--- config.mk ---
export PLATFORM = sky130hd
export DESIGN_NAME = prio_irq_front
export DESIGN_NICKNAME = d
export VERILOG_FILES = /design/src/rtl/prio_irq_front.sv
export SDC_FILE = /design/constraint.sdc
export NUM_CORES = 1
export LEC_CHECK = 0
export BUFFER_PORTS_ARGS = -buffer_cell sky130_fd_sc_hd__buf_2
export CORE_UTILIZATION = 44
export CTS_BUF_LIST = sky130_fd_sc_hd__clkbuf_16
export DETAILED_ROUTE_END_ITERATION = 6
export PLACE_DENSITY = 0.8
export SYNTH_ARGS = -nofsm -noshare
export SYNTH_HDL_FRONTEND = slang
export SYNTH_SLANG_ARGS = --single-unit
--- constraint.sdc ---
create_clock -name clk -period 1.4 [get_ports clk]
set_input_delay 0.28 -clock clk [delete_from_list [all_inputs] [get_ports clk]]
set_output_delay 0.28 -clock clk [all_outputs]
set_load 0.02 [all_outputs]
--- src/rtl/prio_irq_front.sv ---
module prio_irq_front #(
  parameter int VEC_W = 16,
  parameter int MW = 8,
  parameter logic [VEC_W-1:0] VEC_NMI = 'h0024,
  parameter logic [VEC_W-1:0] VEC_R75 = 'h003C,
  parameter logic [VEC_W-1:0] VEC_R65 = 'h0034,
  parameter logic [VEC_W-1:0] VEC_R55 = 'h002C
) (
  input  logic             clk,
  input  logic             rst_n,
  input  logic             nmi_req,
  input  logic             irq75,
  input  logic             irq65,
  input  logic             irq55,
  input  logic             gen_req,
  input  logic             boundary,
  input  logic             mask_we,
  input  logic [MW-1:0]    mask_data,
  input  logic             en_cmd,
  input  logic             dis_cmd,
  input  logic             ack,
  output logic             irq_valid,
  output logic [4:0]       irq_src,
  output logic [VEC_W-1:0] irq_vector,
  output logic             irq_inta
);
  localparam int NSRC = 5;
  localparam int B_LOAD = 3;
  localparam int B_CLR75 = 4;

  logic nmi_d, r75_d, nmi_edge, r75_lat, ie;
  logic [2:0] msk;
  logic [NSRC-1:0] pend, pick;
  logic [VEC_W-1:0] vec;

  wire nmi_rise = nmi_req & ~nmi_d;
  wire r75_rise = irq75 & ~r75_d;
  wire acked    = ack & irq_valid;
  wire mload    = mask_we & mask_data[B_LOAD];
  wire clr75    = (acked & irq_src[3]) | (mask_we & mask_data[B_CLR75]);

  assign pend = {nmi_edge & nmi_req,
                 ie & ~msk[2] & r75_lat,
                 ie & ~msk[1] & irq65,
                 ie & ~msk[0] & irq55,
                 ie & gen_req};

  always_comb begin
    pick = '0;
    for (int i = NSRC-1; i >= 0; i--)
      if (pend[i] && pick == '0) pick[i] = 1'b1;
  end

  always_comb begin
    unique case (1'b1)
      pick[4]: vec = VEC_NMI;
      pick[3]: vec = VEC_R75;
      pick[2]: vec = VEC_R65;
      pick[1]: vec = VEC_R55;
      default: vec = '0;
    endcase
  end

  wire take      = boundary & ~irq_valid & (pend != '0);
  wire take_mask = take & ~pick[4];

  always_ff @(posedge clk) begin
    if (!rst_n) begin
      nmi_d      <= 1'b0;
      r75_d      <= 1'b0;
      nmi_edge   <= 1'b0;
      r75_lat    <= 1'b0;
      ie         <= 1'b0;
      msk        <= 3'b111;
      irq_valid  <= 1'b0;
      irq_src    <= '0;
      irq_vector <= '0;
      irq_inta   <= 1'b0;
    end else begin
      nmi_d    <= nmi_req;
      r75_d    <= irq75;
      nmi_edge <= nmi_rise | (nmi_edge & ~(acked & irq_src[4]));
      r75_lat  <= r75_rise | (r75_lat & ~clr75);
      if (take_mask || dis_cmd) ie <= 1'b0;
      else if (en_cmd)          ie <= 1'b1;
      if (mload) msk <= mask_data[2:0];
      if (take) begin
        irq_valid  <= 1'b1;
        irq_src    <= pick;
        irq_vector <= vec;
        irq_inta   <= pick[0];
      end else if (acked) begin
        irq_valid  <= 1'b0;
        irq_src    <= '0;
        irq_vector <= '0;
        irq_inta   <= 1'b0;
      end
    end
  end

  a_r3_onehot_src: assert property (@(posedge clk) disable iff (!rst_n)
    irq_valid |-> ($onehot0(irq_src) && irq_src != '0));
  a_r2_nmi_level_held: assert property (@(posedge clk) disable iff (!rst_n)
    ($rose(irq_valid) && irq_src[4]) |-> $past(nmi_req));
  a_r6_only_at_boundary: assert property (@(posedge clk) disable iff (!rst_n)
    $rose(irq_valid) |-> $past(boundary));
  a_r9_enable_dropped: assert property (@(posedge clk) disable iff (!rst_n)
    ($rose(irq_valid) && irq_src[3:0] != '0) |-> !ie);
  a_r11_result_held: assert property (@(posedge clk) disable iff (!rst_n)
    (irq_valid && !ack) |=> (irq_valid && $stable(irq_src) && $stable(irq_vector)));
  a_r8_gate_bit: assert property (@(posedge clk) disable iff (!rst_n)
    (mask_we && !mask_data[B_LOAD]) |=> $stable(msk));
  a_r10_general_flag: assert property (@(posedge clk) disable iff (!rst_n)
    (irq_valid && irq_src[0]) |-> (irq_inta && irq_vector == '0));
endmodule

== After elaboration in Yosys (flattened, before gate mapping) ==
Index checks and enable logic that the tools add are counted.

* Register bits: 31
* Bits in latches: 0
* RAM bits: 0
* Bits in read-only memories: 0
* Logic and storage cells: 67
* Memories kept: 0

* Add/sub/neg operators: 0
* Multipliers: 0
* Divide/modulo/power cells: 0
* Magnitude comparators: 0
* Equality and inequality tests: 0
* Shift operators: 0
* Mux-type cells: 13
* Bitwise logic cells: 33
* Reductions and logical operators: 11

{| class="wikitable"
|+ Operator list
! cell !! count
|-
| 16-bit two-way mux || 2
|-
| 6-bit one-hot mux with 4 select lines || 1
|-
| 1-bit bitwise AND || 20
|-
| 5-bit two-way mux || 2
|-
| 1-bit inverter || 10
|-
| 1-bit two-way mux || 8
|-
| 5-bit nonzero test || 1
|-
| 1-bit logical AND || 4
|-
| 4-bit logical NOT || 1
|-
| 3-bit logical NOT || 1
|-
| 1-bit OR || 3
|-
| 2-bit logical NOT || 1
|-
| 2-bit nonzero test || 1
|-
| 2-bit OR reduction || 1
|-
| 1-bit logical OR || 1
|}

== Depth between registers and ports, before layout ==
* Depth in word-level cells: 15
* Gate-level depth with buffers: 5

== Least setup slack after synthesis ==
No wires, ideal clock.

* Path type: input -> register
* Start: in irq65
* End: reg irq_valid
* Setup time: 0.115 ns
* Data arrival time: 1.122 ns
* Path slack: 0.163 ns
* Stages: 4
* Buffers on the path: 0
* Cells stage by stage: nor2b_2 > o41ai_4 > a21oi_4 > o21a_1

* Word-level cells in the longest chain between the ends: 4
* Elaborated cells on any way between the ends: 5
* Classes of those cells: mux (1); bitwise (2); reduce/logical (2)

{| class="wikitable"
|+ Ends and longest elaborated chain
! item !! RTL line !! source
|-
| start, declared || 13 || <nowiki>input logic irq65,</nowiki>
|-
| 1-bit bitwise AND * || 44 || <nowiki>ie & ~msk[1] & irq65,</nowiki>
|-
| 5-bit nonzero test * || 64 || <nowiki>wire take = boundary & ~irq_valid & (pend != '0);</nowiki>
|-
| 1-bit bitwise AND * || 64 ||
|-
| 1-bit two-way mux / 2-bit nonzero test (equally long branches) || - ||
|-
| end signal, assigned || 75 || <nowiki>irq_valid <= 1'b0;</nowiki>
|-
| end signal, assigned || 88 || <nowiki>irq_valid <= 1'b1;</nowiki>
|-
| end signal, assigned || 93 || <nowiki>irq_valid <= 1'b0;</nowiki>
|-
| end, declared || 22 || <nowiki>output logic irq_valid,</nowiki>
|}

Every way passes the cells marked *; elsewhere a longest branch is shown, timed or not.
A chain may end at the register's enable or synchronous reset.

== Worst setup path after layout ==
* Start: reg msk[0]
* End: reg irq_valid

* Word-level cells in the longest chain between the ends: 6
* Elaborated cells on any way between the ends: 7
* Classes of those cells: mux (1); bitwise (4); reduce/logical (2)

{| class="wikitable"
|+ Ends and longest elaborated chain
! item !! RTL line !! source
|-
| start, declared || 32 || <nowiki>logic [2:0] msk;</nowiki>
|-
| start signal, assigned || 86 || <nowiki>if (mload) msk <= mask_data[2:0];</nowiki>
|-
| 1-bit inverter * || 45 || <nowiki>ie & ~msk[0] & irq55,</nowiki>
|-
| 1-bit bitwise AND * (2 in a row) || 45 ||
|-
| 5-bit nonzero test * || 64 ||
|-
| 1-bit bitwise AND * || 64 ||
|-
| 1-bit two-way mux / 2-bit nonzero test (equally long branches) || - ||
|}

Marked as above.

==> reports/results.tsv <==
metric	value	unit
first-pass GRT wire length	2570	um
required time worst endpoint	1.54	ns
CP startpoint kind	flip-flop	
largest net degree at the start of global routing	12	
GRT Resource Usage Total	17.2	%
I/O pin count	43	
Syn Inst Count	99	
synth unique cells	29	
Fmax achieved	0.776	GHz
die area	0.00212	sq mm
Nets	149	
MaxCap Viol Count	0	
initial core utilization	48.4	%
hold buffer count at CTS	0	
crit-path cells	nor2b_4 > o41ai_4 > a21oi_4 > o21a_1	
Post-Synthesis Cell Area	853	sq um
Tcrit/Tclk final	92.1	%
min Tclk post-route	1.29	ns
Die Y	46.0	um
clk slew on worst S/H paths	0.05	ns
Slew Limit Fails	0	
Worst R2R Path Depth	4	
RSZ-0062 raised after global routing	false	
multi-input logic area	420	sq um
vias per cell	4.68	
WP data arrival	1.43	ns
Switching Fraction	23.6	%
via count	716	
Crit-path slowest cell	o41ai_4	
Cells on Worst Hold Path	3	
CTS tree	yes	
Util after Layout	59.2	%
Synth area leader	dfxtp_1	
first-pass detailed-route iteration total	4	
Sw Pwr	291	uW
Comb power frac	12.4	%
std cell rows	15	
later-pin clock latency in the skew report	0.24	ns
IR drop worst, VDD	854	uV
# port buffers	27	
total power	1.23	mW
Core Area	0.00176	sq mm
Setup Fix Bufs, Post-CTS	0	
Final HPWL DP	1190	um
Final Non-Filler Cells	153	
dpl ws	0.0166	ns
Die Wd	46.0	um
Syn Area/Cell	8.62	sq um
Area contributors post-synth	dfxtp_1, buf_4, nand2_1	
post-placement cell count	149	
Worst Path Max Fanout	8	
Post-route DRC	0	
Iteration-0 DRC Markers	15	
gr ovfl total	0	
setup TNS	0	ns
Antenna Cells	0	
Seq pwr share	42.1	%
maximum buffer depth of the clock tree	2	
Routed Antenna Nets	0	
area delta synth->final	22.4	%
GP Congestion	0.812	
post-CTS sizing	0	
top-area cell type share of the netlist area	39.9	%
largest stage delay on the critical path	0.40	ns
fill cell count	196	
internal power	943	uW
Post-Route WL	1500	um
Worst Setup End Kind	flip-flop	
Leakage	0.494	nW
vias in the first global route	616	
WL per Instance	9.82	um
total CTS buffers	3	
Sequential Area	340	sq um
Root Buffer	clkbuf_16	
R2R Setup Slk	0.11	ns
Syn. warnings	0	
Hold Path Class	in -> reg	
Yosys reg bits	17	
Setup Crit Path Kind	reg -> reg	
initial antenna violation count	0	
final setup vio count	0	
CTS sink count	17	
pwr dens	1180	mW/mm^2
layout cells sized above 1	31.3	%
Clk pwr share	45.5	%
final worst slack	0.111	ns
sequential fraction of the synthesis area	39.9	%
H-tree depth	1	
skew final	0.00176	ns
Hold Vio Cnt, Final	0	
status	complete, no violations	
==> layout by cell type (no fill, tap or decap), types with 2 or more instances in the layout <==
cell	count
buf_2	27
nand2_1	17
dfxtp_1	17
conb_1	12
nand3_1	9
o21ai_1	5
nor2b_1	4
buf_4	4
a21oi_1	3
nand4_1	3
clkbuf_16	3
inv_1	2
o211ai_1	2
o21ai_0	2
o2bb2ai_1	2
nor3_1	2
==> path summary, 6_finish.rpt <==
path | startpoint | endpoint
worst max register to register | msk[0] | irq_valid
worst min register to register | r75_d | r75_lat
worst max-delay path | msk[0] | irq_valid
worst min-delay path | irq75 | r75_d
==> cell type report <==
| cell class | count | share of cell area, % |
|---|---|---|
| clock inverters | 1 | 0.479 |
| multi-input cells | 74 | 40.2 |
| well taps | 25 | 2.99 |
| clock buffers | 3 | 7.19 |
| flip-flops and latches | 17 | 32.6 |
| inverters | 2 | 0.719 |
| repair buffers | 31 | 15.8 |
==> power groups by stage <==
stage                     Sequential, mW  Combinational, mW  Clock (mW)
after floorplan                    0.533              0.126           0
after global placement             0.528              0.150           0
after detailed placement           0.529              0.153           0
after CTS                          0.519              0.154       0.570
after global routing               0.521              0.172       0.595
final                              0.519              0.154       0.562
==> state kept, by name, summed over array words and instances, names as in the netlist <==
name	flops
irq_vector	3
r75_d	1
msk	3
r75_lat	1
ie	1
nmi_d	1
irq_valid	1
nmi_edge	1
irq_src	5
==> metrics by stage <==
| step | instance area [sq um] | hold slack (ns) |
|---|---|---|
| after floorplan | 895 | 0.387 |
| after global placement | 965 | 0.404 |
| after detailed placement | 965 | 0.424 |
| after CTS | 1040 | 0.232 |
| after global routing | 1040 | 0.245 |
| final | 1040 | 0.229 |
==> worst max-delay path, delay by kind of cell, from the launching register on <==
kind	cells	cell delay [ns]
and+or+nand+nor	1	0.07
AOI/OAI and AO/OA	3	0.74
DFF	1	0.37
==> cell families after synthesis <==
| kind of cell | Yosys count | share of synthesized area [%] |
|---|---|---|
| and+or+nand+nor | 41 | 24.5 |
| other | 1 | 0.439 |
| buffers and inverters | 19 | 15.7 |
| DFF | 17 | 39.9 |
| AOI/OAI and AO/OA | 21 | 19.5 |
==> per-layer routing <==
metal / share of wire [%] / global-route usage, % / vias to the layer above / wire length, um
li1: - / - / 372 / -
met2: 48 / 27.3 / 23 / 727
met3: 5.1 / 3.57 / 2 / 77
met4: 1.1 / 9.41 / 0 / 17
met1: 45 / 21.4 / 319 / 679
met5: 0 / 0 / - / 0
==> synthesized netlist by cell type (all sizes together) <==
master and count:
nor3 2, o2bb2ai 2, o41ai 1, nand3 9
o21ai 7, a21boi 1, dfxtp 17, o21a 1
buf 17, o31ai 1, nand2b 1, o211ai 2
nor2 1, o22ai 1, and2 1, a21o 1
a21oi 4, inv 2, nand2 17, nand3b 1
conb 1, nor2b 6, nand4 3
Power figures use the tool's default switching activity.
